[src/rtl/fft_pkg.sv]
package fft_pkg;

    localparam int DW  = 16;
    localparam int TWW = 16;

    typedef struct packed {
        logic signed [DW-1:0] re;
        logic signed [DW-1:0] im;
    } samp_t;

    typedef struct packed {
        logic signed [TWW-1:0] re;
        logic signed [TWW-1:0] im;
    } twid_t;

    typedef enum logic [1:0] {
        ST_IDLE  = 2'd0,
        ST_LOAD  = 2'd1,
        ST_CALC  = 2'd2,
        ST_DRAIN = 2'd3
    } eng_state_t;

    // round a real value to the nearest integer, symmetric about zero
    function automatic int round_q(input real x);
        if (x >= 0.0) return $rtoi(x + 0.5);
        else          return -$rtoi(-x + 0.5);
    endfunction

endpackage

[src/rtl/fft_twiddle_rom.sv]
module fft_twiddle_rom
    import fft_pkg::*;
#(
    parameter int N  = 8,
    parameter int IW = $clog2(N) - 1
) (
    input  logic [IW-1:0] idx,
    output twid_t         w
);
    localparam int  HALFN = N / 2;
    localparam real SCL   = real'((1 << (TWW - 1)) - 1);
    localparam real TWO_PI = 6.283185307179586;

    twid_t tab [HALFN];

    // w[k] = exp(-j*2*pi*k/N) in signed Q(TWW-1)
    for (genvar k = 0; k < HALFN; k++) begin : g_tw
        localparam real ANG = TWO_PI * real'(k) / real'(N);
        assign tab[k].re = TWW'(round_q($cos(ANG) * SCL));
        assign tab[k].im = TWW'(round_q(-$sin(ANG) * SCL));
    end

    assign w = tab[idx];
endmodule

[src/rtl/fft_addr_gen.sv]
module fft_addr_gen #(
    parameter int N  = 8,
    parameter int LG = $clog2(N),
    parameter int SW = $clog2(LG),
    parameter int BW = LG - 1
) (
    input  logic [SW-1:0] stage,
    input  logic [BW-1:0] bf,
    output logic [LG-1:0] idx_a,
    output logic [LG-1:0] idx_b,
    output logic [BW-1:0] tw_idx
);
    localparam int HALFN = N / 2;

    logic [LG-1:0] span;
    logic [LG-1:0] pos;
    logic [LG-1:0] grp;

    // decimation in frequency: stage s pairs elements N>>(s+1) apart
    always_comb begin
        span   = LG'(HALFN) >> stage;
        pos    = {1'b0, bf} & (span - 1'b1);
        grp    = {1'b0, bf} >> (LG - 1 - int'(stage));
        idx_a  = (grp << (LG - int'(stage))) | pos;
        idx_b  = idx_a | span;
        tw_idx = BW'(pos << stage);
    end
endmodule

[src/rtl/fft_butterfly.sv]
module fft_butterfly
    import fft_pkg::*;
(
    input  samp_t a,
    input  samp_t b,
    input  twid_t w,
    output samp_t p,
    output samp_t q
);
    localparam int SUMW = DW + 1;
    localparam int PW   = DW + TWW + 2;

    logic signed [SUMW-1:0] s_re, s_im, d_re, d_im;
    logic signed [PW-1:0]   m_re, m_im;

    always_comb begin
        s_re = SUMW'($signed(a.re)) + SUMW'($signed(b.re));
        s_im = SUMW'($signed(a.im)) + SUMW'($signed(b.im));
        d_re = SUMW'($signed(a.re)) - SUMW'($signed(b.re));
        d_im = SUMW'($signed(a.im)) - SUMW'($signed(b.im));
        m_re = PW'(d_re) * PW'($signed(w.re)) - PW'(d_im) * PW'($signed(w.im));
        m_im = PW'(d_re) * PW'($signed(w.im)) + PW'(d_im) * PW'($signed(w.re));
        // both outputs carry a factor of 1/2
        p.re = DW'(s_re >>> 1);
        p.im = DW'(s_im >>> 1);
        q.re = DW'(m_re >>> TWW);
        q.im = DW'(m_im >>> TWW);
    end
endmodule

[src/rtl/fft_ram.sv]
module fft_ram
    import fft_pkg::*;
#(
    parameter int DEPTH = 8,
    parameter int AW    = $clog2(DEPTH)
) (
    input  logic          clk,
    input  logic          we_a,
    input  logic [AW-1:0] wa,
    input  samp_t         wd_a,
    input  logic          we_b,
    input  logic [AW-1:0] wb,
    input  samp_t         wd_b,
    input  logic [AW-1:0] ra,
    output samp_t         rd_a,
    input  logic [AW-1:0] rb,
    output samp_t         rd_b
);
    samp_t mem [DEPTH];

    always_ff @(posedge clk) begin
        if (we_a) mem[wa] <= wd_a;
        if (we_b) mem[wb] <= wd_b;
    end

    assign rd_a = mem[ra];
    assign rd_b = mem[rb];
endmodule

[src/rtl/fft_engine.sv]
module fft_engine
    import fft_pkg::*;
#(
    parameter int N = 8
) (
    input  logic                 clk,
    input  logic                 rst,
    input  logic                 start,
    input  logic                 inverse,
    input  logic                 in_valid,
    input  logic signed [DW-1:0] in_re,
    input  logic signed [DW-1:0] in_im,
    output logic                 out_valid,
    output logic                 out_last,
    output logic signed [DW-1:0] out_re,
    output logic signed [DW-1:0] out_im,
    output logic                 done
);
    localparam int LG    = $clog2(N);
    localparam int SW    = $clog2(LG);
    localparam int BW    = LG - 1;
    localparam int HALFN = N / 2;
    localparam int FIN   = LG % 2;

    eng_state_t    state_q;
    logic [LG-1:0] cnt_q;
    logic [BW-1:0] bf_q;
    logic [SW-1:0] stage_q;
    logic          inv_q;
    logic          done_q;

    logic [LG-1:0] idx_a, idx_b, ra;
    logic [BW-1:0] tw_idx;
    twid_t         tw_raw, tw_use;
    samp_t         op_a, op_b, res_p, res_q, in_s;
    logic          src;

    samp_t         rd_a [2];
    samp_t         rd_b [2];
    logic          we_a [2];
    logic          we_b [2];
    logic [LG-1:0] wa   [2];
    samp_t         wd_a [2];

    function automatic logic [LG-1:0] bitrev(input logic [LG-1:0] v);
        logic [LG-1:0] r;
        for (int i = 0; i < LG; i++) r[i] = v[LG-1-i];
        return r;
    endfunction

    // sequencing: load N samples, LG passes of N/2 butterflies, drain N bins
    always_ff @(posedge clk) begin
        if (rst) begin
            state_q <= ST_IDLE;
            cnt_q   <= '0;
            bf_q    <= '0;
            stage_q <= '0;
            inv_q   <= 1'b0;
            done_q  <= 1'b0;
        end else begin
            done_q <= 1'b0;
            unique case (state_q)
                ST_IDLE: begin
                    if (start) begin
                        state_q <= ST_LOAD;
                        inv_q   <= inverse;
                        cnt_q   <= '0;
                    end
                end
                ST_LOAD: begin
                    if (in_valid) begin
                        cnt_q <= cnt_q + 1'b1;
                        if (cnt_q == LG'(N - 1)) begin
                            state_q <= ST_CALC;
                            stage_q <= '0;
                            bf_q    <= '0;
                        end
                    end
                end
                ST_CALC: begin
                    bf_q <= bf_q + 1'b1;
                    if (bf_q == BW'(HALFN - 1)) begin
                        if (stage_q == SW'(LG - 1)) begin
                            state_q <= ST_DRAIN;
                            cnt_q   <= '0;
                            done_q  <= 1'b1;
                        end else begin
                            stage_q <= stage_q + 1'b1;
                        end
                    end
                end
                ST_DRAIN: begin
                    cnt_q <= cnt_q + 1'b1;
                    if (cnt_q == LG'(N - 1)) state_q <= ST_IDLE;
                end
                default: state_q <= ST_IDLE;
            endcase
        end
    end

    fft_addr_gen #(.N(N), .LG(LG), .SW(SW), .BW(BW)) i_addr (
        .stage  (stage_q),
        .bf     (bf_q),
        .idx_a  (idx_a),
        .idx_b  (idx_b),
        .tw_idx (tw_idx)
    );

    fft_twiddle_rom #(.N(N), .IW(BW)) i_rom (
        .idx (tw_idx),
        .w   (tw_raw)
    );

    // the inverse transform uses conjugated twiddles
    assign tw_use.re = tw_raw.re;
    assign tw_use.im = inv_q ? -tw_raw.im : tw_raw.im;

    assign src  = stage_q[0];
    assign ra   = (state_q == ST_DRAIN) ? bitrev(cnt_q) : idx_a;
    assign in_s = '{re: in_re, im: in_im};

    for (genvar g = 0; g < 2; g++) begin : g_bank
        localparam bit LOAD_BANK = (g == 0);
        logic is_dst, load_here;
        assign is_dst    = (state_q == ST_CALC) && (src != 1'(g));
        assign load_here = LOAD_BANK && (state_q == ST_LOAD) && in_valid;
        assign we_a[g]   = load_here || is_dst;
        assign we_b[g]   = is_dst;
        assign wa[g]     = load_here ? cnt_q : idx_a;
        assign wd_a[g]   = load_here ? in_s : res_p;

        fft_ram #(.DEPTH(N), .AW(LG)) i_ram (
            .clk  (clk),
            .we_a (we_a[g]),
            .wa   (wa[g]),
            .wd_a (wd_a[g]),
            .we_b (we_b[g]),
            .wb   (idx_b),
            .wd_b (res_q),
            .ra   (ra),
            .rd_a (rd_a[g]),
            .rb   (idx_b),
            .rd_b (rd_b[g])
        );
    end

    assign op_a = src ? rd_a[1] : rd_a[0];
    assign op_b = src ? rd_b[1] : rd_b[0];

    fft_butterfly i_bfly (
        .a (op_a),
        .b (op_b),
        .w (tw_use),
        .p (res_p),
        .q (res_q)
    );

    assign out_valid = (state_q == ST_DRAIN);
    assign out_last  = (state_q == ST_DRAIN) && (cnt_q == LG'(N - 1));
    assign out_re    = rd_a[FIN].re;
    assign out_im    = rd_a[FIN].im;
    assign done      = done_q;


    done_pulse_chk: assert property (@(posedge clk) disable iff (rst)
        done |=> !done);

    done_first_chk: assert property (@(posedge clk) disable iff (rst)
        done |-> out_valid);

    last_end_chk: assert property (@(posedge clk) disable iff (rst)
        out_last |=> !out_valid);

    start_ignored_chk: assert property (@(posedge clk) disable iff (rst)
        (state_q == ST_CALC && start) |=> (state_q == ST_CALC || state_q == ST_DRAIN));

    mode_hold_chk: assert property (@(posedge clk) disable iff (rst)
        (state_q != ST_IDLE) |=> $stable(inv_q));

    pair_order_chk: assert property (@(posedge clk) disable iff (rst)
        (state_q == ST_CALC) |-> (idx_a < idx_b));

    wr_port_chk: assert property (@(posedge clk) disable iff (rst)
        (we_a[0] && we_b[0]) |-> (wa[0] != idx_b));
endmodule

[config.mk]
export PLATFORM = sky130hd
export DESIGN_NAME = fft_engine
export DESIGN_NICKNAME = d
export VERILOG_FILES = /design/src/rtl/fft_pkg.sv /design/src/rtl/fft_twiddle_rom.sv /design/src/rtl/fft_addr_gen.sv /design/src/rtl/fft_butterfly.sv /design/src/rtl/fft_ram.sv /design/src/rtl/fft_engine.sv
export SDC_FILE = /design/constraint.sdc
export NUM_CORES = 2
export LEC_CHECK = 0
export ABC_AREA = 1
export BUFFER_PORTS_ARGS = -buffer_cell sky130_fd_sc_hd__buf_4
export CAP_MARGIN = 25
export CELL_PAD_IN_SITES_DETAIL_PLACEMENT = 0
export CELL_PAD_IN_SITES_GLOBAL_PLACEMENT = 1
export CORE_MARGIN = 2
export CORE_UTILIZATION = 55
export CTS_CLUSTER_SIZE = 10
export DETAILED_ROUTE_END_ITERATION = 6
export PLACE_DENSITY_LB_ADDON = 0.1
export SLEW_MARGIN = 20
export SYNTH_ARGS = -nofsm -noshare
export SYNTH_HDL_FRONTEND = slang
export SYNTH_SLANG_ARGS = --single-unit
[constraint.sdc]
create_clock -name clk -period 32.1 [get_ports clk]
set_input_delay 6.42 -clock clk [delete_from_list [all_inputs] [get_ports clk]]
set_output_delay 6.42 -clock clk [all_outputs]
set_load 0.02 [all_outputs]
After elaboration in Yosys (flattened, before gate mapping)
Memories as Yosys holds them, arrays and structs flattened.
Cells that the tools add are included.
Cells by class
  add/subtract/negate cells: 13
  multiply operators: 4
  $lt $le $gt $ge: 1
  equal/unequal tests: 13
  shifts and indexed selects: 4
  muxes and demuxes: 33
  bitwise operators: 7
  reduce and logical (&&, ||, !) cells: 13
Operators with widths (count)
  $mux W32: 5
  $mul A17 B16 Y32: 4
  $bmux W32 S2: 1
  $add A16 B16 Y17: 2
  $sub A16 B16 Y17: 2
  $add A32 B32 Y32: 1
  $shl A3 B32 Y3: 1
  $shr A2 B32 Y3: 1
  $sub A32 B32 Y32: 1
  $mux W2: 9
  $mux W3: 6
  $mux W16: 1
  $neg A16 Y16: 1
  $ne A2 B2 Y1 const B: 6
  $pmux W3 S4: 1
  $eq A2 B2 Y1 const B: 4
  $pmux W2 S2: 2
  $pmux W2 S4: 1
  $mux W1: 7
  $or A3 B3 Y3: 2
  $reduce_and A6 Y1: 1
  $sub A2 B2 Y3 const A: 2
  $reduce_and A5 Y1: 1
  $add A2 B1 Y2 const B: 2
  other kinds (19): 24
Word-level totals
  flip-flop bits (word level): 11
  bits in writable memories: 512
  input port bits: 37
  output and inout port bits: 35
  word-level logic and storage cells: 96
  memories kept: 2
Memory list
  g_bank[0].i_ram.mem: words 8, bits a word 32, rd ports 2, clocked after memory_dff 0, write ports 2, line fft_ram.sv:19  | samp_t mem [DEPTH];
  g_bank[1].i_ram.mem: words 8, bits a word 32, rd ports 2, clocked after memory_dff 0, write ports 2, line fft_ram.sv:19

Depth between registers and ports, before layout
  word-level depth: 12
  mapped depth: 69
  depth with buffers taken out: 63

By module
Synthesis repeated with hierarchy kept, for this count alone.
Unflattened totals
  cells, all modules: 10557
  area, all modules: 79916.6 um^2
By module, submodules not included
  fft_butterfly: times used 1, cells each 5287, area each 43538.0 um^2, sequential area each 0.0 um^2
  fft_ram at g_bank[1].i_ram: times used 1, cells each 2370, area each 16784.8 um^2, sequential area each 7687.4 um^2
  fft_ram at g_bank[0].i_ram: times used 1, cells each 2370, area each 16778.6 um^2, sequential area each 7687.4 um^2
  fft_engine: times used 1, cells each 457, area each 2358.5 um^2, sequential area each 220.2 um^2
  fft_twiddle_rom: times used 1, cells each 36, area each 272.8 um^2, sequential area each 0.0 um^2
  fft_addr_gen: times used 1, cells each 37, area each 183.9 um^2, sequential area each 0.0 um^2

Least setup slack after synthesis
OpenSTA, ideal clock, no wires.
  kind: reg-to-reg
  from: register stage_q[0]
  to: memory g_bank[1].i_ram.mem[0][27] (netlist bit), data pin
  setup time: 0.268 ns
  arrival time: 11.593 ns
  data required time: 31.832 ns
  path slack: 20.239 ns
  stages on the path, launching flop included: 54
  buffers on the path: 7
  clock period less this slack: 11.861 ns
  path through: dfxtp_1 > buf_2 > inv_1 > clkbuf_1 > clkbuf_1 > ha_1 > inv_1 > a211oi_1 > a31oi_1 > inv_1 > nand2_1 > o21ai_1 > inv_2 > clkbuf_1 > clkbuf_1 > o211ai_1 > a31oi_1 > nand2_1 > (+18 left out) > fa_1 > fa_1 > fa_1 > inv_1 > fa_1 > inv_1 > ha_1 > a21oi_1 > inv_1 > a21oi_1 > o21ai_0 > a221oi_1 > nand2_1 > or2_2 > clkbuf_1 > clkbuf_1 > nand3_1 > o21ai_0
RTL lines
  start: declaration: line fft_engine.sv:28  | logic [SW-1:0] stage_q;
  start signal: assignment: line fft_engine.sv:88  | stage_q <= stage_q + 1'b1;
  end: declaration: line fft_ram.sv:19

==> impl_metrics.ini <==
[clock_network]
cts_resized = 0
cts.root.buffer_cell = clkbuf_16
cts_tree = done
cts.htree.levels = 2
clk_latency_ns = 0.67
clk_pin_slew_ns = 0.06
cts_setup_buffers = 0
cts.sinks = 523
cts_hold_buf = 0
cts_max_path_buffers = 3
cts_buffers = 58

[detailed_routing]
wl_um = 250000
drt_iter0_drc = 7299
num_vias = 57500
viasPerCell = 6.01
first_pass_iters = 6
ant_nets = 0
wire_per_inst_um = 26.1
drc_errors = 0

[timing]
whs_ns = 0.516
fin_tns_setup_ns = 0
fmax_ghz = 0.0607
slew_violations = 0
finalCritPeriodShare_pct = 51.3
relSlewSlack_pct = 22.1
worst_pin_slew_ns = 1.15
finalHoldViolCount = 0
setup_viol = 0
clock_skew_ns = 0.0254
rsz0062_at_grt = no
fin_crit_ns = 16.46

[place]
gp_congestion = 0.986
io_buffers = 71
hpwl_um = 185000

[grt]
grt_usage_pct = 39.0
grt_pass1_vias = 57900
grt_pass1_wl_um = 373000
grt-ovfl-total = 0
antenna_found_initial = 5
grt_start_max_net_pins = 173

[cells_and_area]
drive_above_1_share_pct = 6.01
nets = 9460
area_growth_pct = 5.90
antennaDiodeCount = 0
fill_cells = 11300

[status]
status = completed

[flow_run]
drv_cap = 0

[setup_path]
worstSetupEndpointType = flip-flop
worstSetupPathType = flip-flop to flip-flop
slowest_stage = xor2_2
reg2reg_slack_ns = 15.64
rr_worst_depth = 54
crit_top_cell = nand2_1
cpPeakStageDelay_ns = 0.77
critPathLaunchType = flip-flop
crit_required_ns = 32.49
cp_max_fo = 35
arrival_ns = 16.85

[synth]
synth_top_flop_cell = edfxtp_1
async_reset_ff_share_pct = 0
avgSynthCellArea_um2 = 8.71
ys_ff_latch = 523
syn_inst = 8016
ys_types = 61
yosys_warnings = 0
yosysSeqAreaShare_pct = 22.3
synth_nets = 9572
synth_edf_count = 512
syn_area_um2 = 69800

[floorplan]
dieArea_um2 = 130000
die_width_um = 360
num_io_pins = 72
coreArea_um2 = 126000
die_h_um = 360
num_rows = 130
start_util_pct = 55.5

[hold_path]
min_path_type = flip-flop to flip-flop
hold_depth = 1
## routing by layer
metal | part of all wire [%] | wire [um] | GRT usage [%]
met5 | 0.014 | 34 | 0
met4 | 4.5 | 11200 | 15.0
met3 | 12 | 29600 | 8.60
met2 | 43 | 109000 | 58.8
met1 | 40 | 100000 | 55.3
## placed cells by master (no fill, tap or decap), drive strengths merged, types with 15 or more instances in the layout
master / netlist / final
inv: 1684 / 1695
nand2: 1336 / 1336
fa: 1101 / 1101
o21ai: 619 / 619
nor2: 534 / 534
edfxtp: 512 / 512
nand3: 502 / 502
ha: 418 / 418
buf: 100 / 212
a21oi: 183 / 183
o22ai: 164 / 164
xor2: 81 / 81
clkbuf: 284 / 71
a31oi: 61 / 61
or2: 53 / 53
xnor2: 40 / 40
o221ai: 38 / 38
o211ai: 37 / 37
nor3: 37 / 37
o41ai: 22 / 22
o21bai: 21 / 21
nand4: 17 / 17
a221oi: 17 / 17
o2111ai: 17 / 17
o21a: 15 / 15
o22a: 15 / 15
## worst max-delay path, delay by kind of cell (launching register included)
family | cells | cell delay, ns
AND/OR/NAND/NOR | 22 | 4.73
flip-flops | 1 | 0.62
adder cells (fa/ha/maj) | 11 | 4.85
buffers and inverters | 14 | 3.66
AO/OA/AOI/OAI | 6 | 1.44
XOR/XNOR | 1 | 0.77
## cells in the mapped netlist (15+ instances only)
cell type     n  area [um^2]
o21ai_0     595         2980
inv_1      1656         6220
o21ai_1      24          120
inv_2        28          105
o211ai_1     37          278
buf_1        35          131
edfxtp_1    512        15400
o221ai_1     38          333
xnor2_1      40          350
ha_1        418         5230
nor2_1      522         1960
a221oi_1     17          149
o21a_1       15          113
nand4_1      17          106
o22a_1       15          131
o41ai_1      22          193
a21oi_1     180          901
o21bai_1     21          158
o2111ai_1    17          149
nand2_1    1319         4950
clkinv_1     20         75.1
or2_2        49          307
a31oi_1      61          382
xor2_1       81          709
nor3_1       37          185
buf_2        59          295
fa_1       1101        22000
o22ai_1     164         1030
nand3_1     487         2440
clkbuf_1    283         1060
## registers in the layout, indices dropped and copies added (netlist names)
signal	count
stage_q	2
inv_q	1
done	1
bf_q	2
state_q	2
g_bank.i_ram.mem	512
cnt_q	3
## layout make-up
type                    count  area (um^2)  area share, %
clock buffers              71         1510           2.04
clock inverters             4         63.8         0.0863
inverters                1705         6410           8.67
multi-input cells        5404        46700           63.1
flip-flops and latches    523        15600           21.1
well taps                1650         2060           2.79
repair buffers            212         1600           2.17
## path summary, 6_finish.rpt
path,start,to
hold / removal,cnt_q[0],cnt_q[0]
setup / recovery,stage_q[0],g_bank[1].i_ram.mem[2][12]
setup reg to reg,stage_q[0],g_bank[1].i_ram.mem[2][12]
hold reg to reg,cnt_q[0],cnt_q[0]
## cell families (layout without fill, tap and decap cells)
kind of cell    after synthesis  after routing  synth area share, %
flops                       523            523                 22.3
fa+ha+maj                  1519           1519                 39.1
xor+xnor                    121            121                 1.52
simple gates               2495           2495                 15.0
compound gates             1268           1268                 10.7
buf+inv                    2089           1992                 11.4
mux                           1              1               0.0143
## per-stage QoR
step	util, %	cell area (um^2)	setup WS [ns]	cells
finish	58.8	73900	15.64	9569
global route	58.8	73900	15.01	9569
CTS	58.8	73900	16.05	9566
detailed placement	57.5	72300	16.10	9491
global placement	57.5	72300	15.92	9491
floorplan	-	69800	20.24	8016
Power is left out: the tool's default activity adds up to more than one toggle a clock period on the data nets, which glitch-free logic cannot reach.
